$ cat config.mk
export PLATFORM = sky130hd
export DESIGN_NAME = lpm_sequencer
export DESIGN_NICKNAME = d
export VERILOG_FILES = /design/src/rtl/lpm_pkg.sv /design/src/rtl/lpm_opt_latch.sv /design/src/rtl/lpm_wrap_counter.sv /design/src/rtl/lpm_prescaler.sv /design/src/rtl/lpm_fsm.sv /design/src/rtl/lpm_sequencer.sv
export SDC_FILE = /design/constraint.sdc
export NUM_CORES = 1
export LEC_CHECK = 0
export BUFFER_PORTS_ARGS = -buffer_cell sky130_fd_sc_hd__buf_2
export CAP_MARGIN = 20
export CORE_MARGIN = 8
export CORE_UTILIZATION = 54
export CTS_BUF_LIST = sky130_fd_sc_hd__clkbuf_8
export CTS_CLUSTER_SIZE = 20
export DETAILED_ROUTE_END_ITERATION = 10
export PLACE_DENSITY = 0.74
export SKIP_LAST_GASP = 1
export SLEW_MARGIN = 30
export SYNTH_ARGS = -nofsm -noshare
export SYNTH_HDL_FRONTEND = slang
export SYNTH_SLANG_ARGS = --single-unit
export TNS_END_PERCENT = 20
$ cat constraint.sdc
create_clock -name clk -period 1.8 [get_ports clk]
set_input_delay 0.27 -clock clk [delete_from_list [all_inputs] [get_ports clk]]
set_output_delay 0.27 -clock clk [all_outputs]
set_load 0.02 [all_outputs]
$ cat src/rtl/lpm_pkg.sv
package lpm_pkg;

    localparam int DEF_SHORT_PERIOD = 16;
    localparam int DEF_LONG_PERIOD  = 4064;
    localparam int DEF_RST_CYCLES   = 4;

    typedef enum logic [2:0] {
        ST_RETAIN  = 3'd0,
        ST_RSTSEQ  = 3'd1,
        ST_RUN     = 3'd2,
        ST_WAIT    = 3'd3,
        ST_HALT    = 3'd4,
        ST_RECOVER = 3'd5,
        ST_STOP    = 3'd6
    } lpm_state_e;

    typedef enum logic [1:0] {
        MODE_RUN  = 2'b00,
        MODE_WAIT = 2'b01,
        MODE_HALT = 2'b10,
        MODE_STOP = 2'b11
    } lpm_mode_e;

    typedef struct packed {
        logic halt_sel;
        logic long_dly;
    } lpm_opts_t;

    typedef struct packed {
        logic      cpu_clk_en;
        logic      osc_en;
        logic      wdog_en;
        lpm_mode_e mode;
    } lpm_ctrl_t;

    function automatic lpm_ctrl_t ctrl_of(lpm_state_e s);
        lpm_ctrl_t c;
        c.cpu_clk_en = 1'b0;
        c.osc_en     = 1'b1;
        c.wdog_en    = 1'b1;
        c.mode       = MODE_RUN;
        case (s)
            ST_RETAIN, ST_RSTSEQ: begin
                c.wdog_en = 1'b0;
            end
            ST_RUN: begin
                c.cpu_clk_en = 1'b1;
            end
            ST_WAIT: begin
                c.mode = MODE_WAIT;
            end
            ST_HALT, ST_RECOVER: begin
                c.mode = MODE_HALT;
            end
            ST_STOP: begin
                c.osc_en  = 1'b0;
                c.wdog_en = 1'b0;
                c.mode    = MODE_STOP;
            end
            default: begin
                c.wdog_en = 1'b0;
            end
        endcase
        return c;
    endfunction

    function automatic lpm_state_e sleep_target(lpm_opts_t o);
        return o.halt_sel ? ST_HALT : ST_STOP;
    endfunction

endpackage

$ cat src/rtl/lpm_opt_latch.sv
module lpm_opt_latch
    import lpm_pkg::*;
(
    input  logic      clk,
    input  logic      rst_n,
    input  logic      opt_halt,
    input  logic      opt_long_dly,
    output lpm_opts_t opts
);

    lpm_opts_t opts_q;

    always_ff @(posedge clk) begin
        if (!rst_n) begin
            opts_q.halt_sel <= opt_halt;
            opts_q.long_dly <= opt_long_dly;
        end
    end

    assign opts = opts_q;

    // Options may only move on edges where reset is held
    assert_opt_frozen_R3: assert property (@(posedge clk) disable iff (!rst_n)
        $past(rst_n) |-> $stable(opts_q));

endmodule

$ cat src/rtl/lpm_wrap_counter.sv
module lpm_wrap_counter #(
    parameter int PERIOD = 16
) (
    input  logic clk,
    input  logic rst_n,
    output logic tc
);

    localparam int CW = (PERIOD > 1) ? $clog2(PERIOD) : 1;
    localparam logic [CW-1:0] LAST = CW'(PERIOD - 1);

    logic [CW-1:0] cnt;

    always_ff @(posedge clk) begin
        if (!rst_n) begin
            cnt <= '0;
        end else if (cnt == LAST) begin
            cnt <= '0;
        end else begin
            cnt <= cnt + 1'b1;
        end
    end

    assign tc = (cnt == LAST);

    // After a terminal count the phase restarts from zero
    assert_wrap_restart_R9: assert property (@(posedge clk) disable iff (!rst_n)
        tc |=> (cnt == '0));

endmodule

$ cat src/rtl/lpm_prescaler.sv
module lpm_prescaler
    import lpm_pkg::*;
#(
    parameter int SHORT_PERIOD = DEF_SHORT_PERIOD,
    parameter int LONG_PERIOD  = DEF_LONG_PERIOD
) (
    input  logic clk,
    input  logic rst_n,
    input  logic long_sel,
    output logic tc
);

    localparam int NUM_RANGES = 2;

    logic [NUM_RANGES-1:0] tc_v;

    for (genvar g = 0; g < NUM_RANGES; g++) begin : g_range
        localparam int P = (g == 0) ? SHORT_PERIOD : LONG_PERIOD;
        lpm_wrap_counter #(.PERIOD(P)) u_cnt (
            .clk   (clk),
            .rst_n (rst_n),
            .tc    (tc_v[g])
        );
    end

    assign tc = long_sel ? tc_v[1] : tc_v[0];

    // Short range terminal count never repeats on adjacent cycles
    assert_short_spacing_R9: assert property (@(posedge clk) disable iff (!rst_n)
        tc_v[0] |=> !tc_v[0]);

endmodule

$ cat src/rtl/lpm_fsm.sv
module lpm_fsm
    import lpm_pkg::*;
#(
    parameter int RST_CYCLES = DEF_RST_CYCLES
) (
    input  logic       clk,
    input  logic       rst_n,
    input  logic       wait_req,
    input  logic       stop_req,
    input  logic       irq,
    input  lpm_opts_t  opts,
    input  logic       tc,
    output lpm_state_e state,
    output lpm_ctrl_t  ctrl
);

    localparam int SEQ_W = $clog2(RST_CYCLES + 1);
    localparam logic [SEQ_W-1:0] SEQ_LAST = SEQ_W'(RST_CYCLES - 1);

    lpm_state_e       state_q, state_d;
    logic [SEQ_W-1:0] seq_q, seq_d;

    always_comb begin
        state_d = state_q;
        seq_d   = seq_q;
        case (state_q)
            ST_RETAIN: begin
                state_d = ST_RSTSEQ;
                seq_d   = '0;
            end
            ST_RSTSEQ: begin
                if (seq_q == SEQ_LAST) begin
                    state_d = ST_RUN;
                end else begin
                    seq_d = seq_q + 1'b1;
                end
            end
            ST_RUN: begin
                if (stop_req) begin
                    state_d = sleep_target(opts);
                end else if (wait_req) begin
                    state_d = ST_WAIT;
                end
            end
            ST_WAIT, ST_STOP: begin
                if (irq) state_d = ST_RUN;
            end
            ST_HALT: begin
                if (irq) state_d = ST_RECOVER;
            end
            ST_RECOVER: begin
                if (tc) state_d = ST_RUN;
            end
            default: begin
                state_d = ST_RETAIN;
            end
        endcase
    end

    always_ff @(posedge clk) begin
        if (!rst_n) begin
            state_q <= ST_RETAIN;
            seq_q   <= '0;
        end else begin
            state_q <= state_d;
            seq_q   <= seq_d;
        end
    end

    assign state = state_q;
    assign ctrl  = ctrl_of(state_q);

    assert_retain_entry_R1: assert property (@(posedge clk)
        !rst_n |=> (state_q == ST_RETAIN && !ctrl.cpu_clk_en && !ctrl.wdog_en));

    assert_rstseq_hold_R2: assert property (@(posedge clk) disable iff (!rst_n)
        (state_q == ST_RSTSEQ && seq_q != SEQ_LAST) |=> (state_q == ST_RSTSEQ));

    assert_wait_entry_R4: assert property (@(posedge clk) disable iff (!rst_n)
        (state_q == ST_RUN && wait_req && !stop_req) |=>
            (ctrl.mode == MODE_WAIT && !ctrl.cpu_clk_en));

    assert_wait_wake_R5: assert property (@(posedge clk) disable iff (!rst_n)
        (state_q == ST_WAIT && irq) |=> ctrl.cpu_clk_en);

    assert_full_stop_R6: assert property (@(posedge clk) disable iff (!rst_n)
        (state_q == ST_RUN && stop_req && !opts.halt_sel) |=> (!ctrl.osc_en && !ctrl.wdog_en));

    assert_stop_wake_R7: assert property (@(posedge clk) disable iff (!rst_n)
        (state_q == ST_STOP && irq) |=> (ctrl.osc_en && ctrl.cpu_clk_en));

    assert_halt_entry_R11: assert property (@(posedge clk) disable iff (!rst_n)
        (state_q == ST_RUN && stop_req && opts.halt_sel) |=> ctrl.wdog_en);

    assert_halt_stay_wdog_R11: assert property (@(posedge clk) disable iff (!rst_n)
        (state_q inside {ST_HALT, ST_RECOVER}) |=> ctrl.wdog_en);

    assert_recover_hold_R9: assert property (@(posedge clk) disable iff (!rst_n)
        (state_q == ST_RECOVER && !tc) |=> (state_q == ST_RECOVER));

    assert_recover_exit_R9: assert property (@(posedge clk) disable iff (!rst_n)
        (state_q == ST_RECOVER && tc) |=> ctrl.cpu_clk_en);

    assert_wait_ignores_req_R13: assert property (@(posedge clk) disable iff (!rst_n)
        (state_q == ST_WAIT && !irq) |=> (state_q == ST_WAIT));

endmodule

$ cat src/rtl/lpm_sequencer.sv
module lpm_sequencer
    import lpm_pkg::*;
#(
    parameter int SHORT_PERIOD = DEF_SHORT_PERIOD,
    parameter int LONG_PERIOD  = DEF_LONG_PERIOD,
    parameter int RST_CYCLES   = DEF_RST_CYCLES
) (
    input  logic       clk,
    input  logic       rst_n,
    input  logic       wait_req,
    input  logic       stop_req,
    input  logic       irq,
    input  logic       opt_halt,
    input  logic       opt_long_dly,
    output logic       cpu_clk_en,
    output logic       osc_en,
    output logic       wdog_en,
    output logic [1:0] mode
);

    lpm_opts_t  opts;
    logic       tc;
    lpm_state_e state;
    lpm_ctrl_t  ctrl;

    lpm_opt_latch u_opts (
        .clk          (clk),
        .rst_n        (rst_n),
        .opt_halt     (opt_halt),
        .opt_long_dly (opt_long_dly),
        .opts         (opts)
    );

    lpm_prescaler #(
        .SHORT_PERIOD (SHORT_PERIOD),
        .LONG_PERIOD  (LONG_PERIOD)
    ) u_presc (
        .clk      (clk),
        .rst_n    (rst_n),
        .long_sel (opts.long_dly),
        .tc       (tc)
    );

    lpm_fsm #(
        .RST_CYCLES (RST_CYCLES)
    ) u_fsm (
        .clk      (clk),
        .rst_n    (rst_n),
        .wait_req (wait_req),
        .stop_req (stop_req),
        .irq      (irq),
        .opts     (opts),
        .tc       (tc),
        .state    (state),
        .ctrl     (ctrl)
    );

    assign cpu_clk_en = ctrl.cpu_clk_en;
    assign osc_en     = ctrl.osc_en;
    assign wdog_en    = ctrl.wdog_en;
    assign mode       = ctrl.mode;

    // An oscillator shutdown must always come with a held watchdog
    assert_osc_off_wdog_R6: assert property (@(posedge clk) disable iff (!rst_n)
        !osc_en |-> (!wdog_en && mode == 2'b11 && state == ST_STOP));

endmodule

# Yosys cells after proc, flatten, opt, wreduce, memory -nomap -nowiden
# Cells that the tools add are included.
dict set report op_classes {
  add_sub_neg 3
  mul 0
  div_mod_pow 0
  n_lt_le_gt_ge 0
  n_eq_ne 15
  shifts 0
  muxes 15
  n_bitwise 1
  n_reduce_logical 9
}
# op count
set ops {}
lappend ops {{3-bit two-way mux} 7}
lappend ops {{3-bit one-hot mux with 6 select lines} 1}
lappend ops {{12-bit by 1-bit adder with 12-bit output, second input constant} 1}
lappend ops {{12-bit equality test, second input constant} 1}
lappend ops {{3-bit by 2-bit equality test with 1-bit output, second input constant} 3}
lappend ops {{3-bit equality test, second input constant} 3}
lappend ops {{2-bit != test, second input constant} 4}
lappend ops {{2-bit OR reduction} 4}
lappend ops {{2-bit one-hot mux with 3 select lines} 1}
lappend ops {{3-bit one-hot mux with 2 select lines} 1}
lappend ops {{5-bit AND reduction} 1}
lappend ops {{4-bit by 1-bit adder with 4-bit output, second input constant} 1}
lappend ops {{4-bit equality test, second input constant} 1}
lappend ops {{1-bit two-way mux} 4}
lappend ops {{4-bit OR reduction} 1}
lappend ops {{3-bit by 1-bit adder with 3-bit output, second input constant} 1}
lappend ops {{3-bit by 1-bit equality test with 1-bit output, second input constant} 1}
lappend ops {{3-bit zero test} 1}
lappend ops {{3-bit != test, second input constant} 1}
lappend ops {{2-bit two-way mux} 1}
lappend ops {{2-bit by 1-bit != test with 1-bit output, second input constant} 1}
lappend ops {{2-bit AND reduction} 1}
lappend ops {{2-bit nonzero test} 1}
lappend ops {{1-bit inverter} 1}
dict set report totals {
  reg_bits 24
  latch_bits 0
  ram_bits 0
  romBits 0
  input_bits 7
  out_inout_bits 5
  wordCells 49
  mem_count 0
}

# Depth between registers and ports, before layout
dict set report depth {
  word_depth 4
  ltp_mapped 7
  depth_no_buf 7
}

# By module
# From an unflattened synthesis, not the netlist that was laid out.
dict set report unflattened {
  hier_cells 131
  hier_area_um2 1280.0
}
# mod n_inst cells_each area_each_um2 seq_area_each_um2
set by_module_without_submodules {}
lappend by_module_without_submodules {{lpm_wrap_counter at u_presc.g_range[1].u_cnt} 1 56 559.3 240.2}
lappend by_module_without_submodules {lpm_fsm 1 55 473.0 120.1}
lappend by_module_without_submodules {{lpm_wrap_counter at u_presc.g_range[0].u_cnt} 1 16 168.9 80.1}
lappend by_module_without_submodules {lpm_opt_latch 1 3 63.8 60.1}
lappend by_module_without_submodules {lpm_prescaler 1 1 15.0 0.0}

# Worst setup path after synthesis
# No wires, ideal clock.
dict set report synth_timing {
  path_type {flip-flop to output port}
  from {register u_fsm.state_q[1], in the netlist u_fsm.state[1]}
  to {output cpu_clk_en}
  t_arrival_ps 1235
  required_ps 1530
  path_slack_ps 295
  stages_incl_launch_ff 4
  path_buffers 2
  cell_sequence {dfxtp_1 buf_4 clkbuf_1 nor3b_1}
}
dict set report synth_between {
  elab_chain_len 2
}
# element line
set synth_lines {}
lappend synth_lines {{start: declaration} lpm_fsm.sv:20} ;# lpm_state_e state_q, state_d;
lappend synth_lines {{start signal: assignment} lpm_fsm.sv:65} ;# state_q <= state_d;
lappend synth_lines {{3-bit by 2-bit equality test with 1-bit output} lpm_pkg.sv:42} ;# case (s)
lappend synth_lines {{1-bit two-way mux} lpm_pkg.sv:42}
lappend synth_lines {{end: declaration} lpm_sequencer.sv:15} ;# output logic cpu_clk_en,
# Every way passes these cells.

# Final worst setup path
# Same ends and word-level chain as after synthesis.

==> summary.txt <==
Layout
  • Final Net Count: 151
  • Fraction of layout cells with a size suffix above 1: 18.0%
  • Final Util: 62.0%
  • Cell area after layout: 0.00133 sq mm
  • Layout Area Growth over Synthesis: 12.2%
  • Diode count: 0
  • Non-filler cells, final: 167

Clock network
  • Clock slew at reported path FFs: 0.09 ns
  • Post-CTS sizing: 0
  • CTS sink count: 24
  • CTS Hold Bufs: 0
  • Post CTS Setup Buffer Count: 0
  • Worst skew pair latency: 0.27 ns
  • CTS H-tree lvls: 1
  • Root Buffer: clkbuf_8
  • Deepest clock path buffer count: 2
  • CTS buffer count: 3
  • CTS tree: done

Setup path
  • Crit Path Max Fanout: 10
  • Critical setup path kind: register to output port
  • Critical Path AT: 1.41 ns
  • Worst setup SP type: register
  • CP Capture Type: output port
  • Critical Path RT: 1.53 ns

Timing
  • Setup violators final: 0
  • Final setup TNS: 0 ns
  • Worst slew pin tran: 0.438 ns
  • Worst hold slack: 0.175 ns
  • Fin crit share: 93.2%
  • Clk_skew: 0.00612 ns
  • Rel. slew slack: 70.7%
  • Final hold violations: 0
  • Fin. max-slew vios: 0
  • RSZ-0062 raised after global routing: false
  • Fin crit period: 1.68 ns
  • Fmax achieved: 0.596 GHz
  • Worst setup margin: 0.123 ns

Synth
  • Commonest cells in the netlist: dfxtp_1 (22), nor2_1 (17), nand2_1 (9)
  • Number of synthesized flops with an enable pin: 2
  • Cell taking the most area after synthesis: dfxtp_1
  • Yosys warning total: 0
  • Cell area after synthesis: 0.00119 sq mm
  • Cell with the most instances after synthesis: dfxtp_1
  • Flops & latches, synth: 24
  • Seq/Total Area, Yosys: 42.1%
  • Avg Cell Area, Syn: 9.28 sq um
  • Synth Flop Type: dfxtp_1
  • Ys async rst share: 0%
  • Syn Inst Count: 128
  • Unique masters post-synth: 46
  • Top cells by area, synth: dfxtp_1 (37%), nor2_1 (5.4%), xnor2_1 (5.2%), edfxtp_1 (5.1%), ha_1 (4.2%)
  • Post-Synthesis Net Count: 139
  • Yosys top cell area share: 37.1%

Global route
  • Vias in the first global route: 876
  • Pin count of the biggest net entering global routing: 16
  • Global-route wire length before repair: 3730 um
  • Antenna violations before repair: 0
  • GR Overflow Total: 0
  • GRT Util Overall: 11.4%

Place
  • Place WS: 0.202 ns
  • I/O Buffers: 11
  • Dpl hpwl: 1570 um
  • Dpl cells: 163
  • Placed cell area: 0.00126 sq mm
  • Placer congestion estimate: 0.845

Flow run
  • Max-Cap Viols: 0

Pwr
  • Share of power burned in registers: 43.9%
  • Clk pwr share: 30.7%
  • Maximum VDD drop: 0.000723 V
  • Final Power: 1.52 mW
  • P per Cell Area: 1140 mW/mm^2
  • Sw frac: 30.3%
  • Leak pwr: 0.523 nW
  • P_sw: 0.461 mW
  • Comb power frac: 25.4%
  • P_int: 1.06 mW

Die
  • Cell Rows: 17
  • I/O pins: 12
  • Core region area: 0.00215 sq mm
  • Chip Height: 62.9 um
  • Full die area: 0.00396 sq mm
  • Die X: 62.9 um
  • Starting density of the core: 55.3%

Detailed routing
  • 1st-iter DRT viols: 13
  • DR DRC count: 0
  • Router iterations before antenna repair: 4
  • Post-DRT Antenna Nets: 0
  • Final wirelength: 2150 um
  • Routed vias/inst: 5.46
  • Avg WL per Cell: 12.9 um
  • Vias: 911

Worst hold path
  • Tightest Hold Check Type: input pin to register

Outcome
  • Status: finished, final reports clean
[cell type report]
| cell class | count | area (sq um) |
|---|---|---|
| clock buffer | 3 | 41.3 |
| clock inverter | 1 | 30.0 |
| fill | 197 | 816 |
| inverter | 5 | 18.8 |
| multi-input combinational | 93 | 637 |
| sequential | 24 | 500 |
| tap | 28 | 35.0 |
| timing repair buffer | 13 | 70.1 |
[placed cells by master (no fill, tap or decap), types with 2 or more instances in the layout]
| cell | netlist | routed |
|---|---|---|
| a21oi_1 | 6 | 6 |
| and3_1 | 3 | 3 |
| buf_2 | 4 | 11 |
| buf_4 | 1 | 2 |
| clkbuf_8 | 0 | 3 |
| dfxtp_1 | 22 | 22 |
| edfxtp_1 | 2 | 2 |
| ha_1 | 4 | 4 |
| inv_1 | 4 | 4 |
| mux2i_1 | 2 | 2 |
| nand2_1 | 9 | 9 |
| nand3_1 | 5 | 5 |
| nand4_1 | 2 | 2 |
| nor2_1 | 17 | 17 |
| o21ai_0 | 5 | 5 |
| xnor2_1 | 7 | 7 |
| xor2_1 | 5 | 5 |
[sequential cells by signal, indices dropped and copies added, names as in the netlist]
name                       cells
u_fsm.state                    3
u_presc.g_range.u_cnt.cnt     16
u_fsm.seq_q                    3
u_opts.opts                    2
[worst paths after layout]
path                            cells after the start                                          to                                        from  slack, ns
worst min register to register                      1  u_presc.g_range[1].u_cnt.cnt[0]$_SDFF_PP0_  u_presc.g_range[1].u_cnt.cnt[0]$_SDFF_PP0_       0.45
worst max-delay path                                3                                  cpu_clk_en                 u_fsm.state[1]$_SDFFE_PN0P_       0.12
worst min-delay path                                1                    u_opts.opts[1]$_DFFE_PN_                                    opt_halt       0.18
worst max register to register                      7                 u_fsm.state[2]$_SDFFE_PN0P_                 u_fsm.seq_q[0]$_SDFFE_PN0P_       0.19
[logic make-up (layout without fill, tap and decap cells)]
family,Yosys count,count (layout),synth area share [%]
flops,24,24,42.1
xor+xnor,12,12,8.85
compound gates,23,23,14.0
buf+inv,11,22,4.21
mux,2,2,1.69
fa+ha+maj,4,4,4.22
simple gates,52,52,24.9
[critical path, cell delays in order (launching register included)]
cell     delay (ns)
dfxtp_1        0.52
buf_4          0.21
nor3b_1        0.20
buf_2          0.20
[routing by layer]
layer  wire length (um)  vias up  track usage [%]
met5                  0        -                0
met4                 68        0             8.83
met3                 92        7             3.23
met2                956       15             17.9
met1               1030      416             12.7
li1                   -      473                -
[power groups by stage]
stage               sequential (mW)  combinational (mW)  clock (mW)
CTS                           0.667               0.391       0.482
global route                  0.679               0.424       0.504
detailed placement            0.679               0.387           0
finish                        0.668               0.386       0.467
global placement              0.675               0.372           0
floorplan                     0.621               0.359           0
Note: power is estimated with default switching activity, not from simulation.
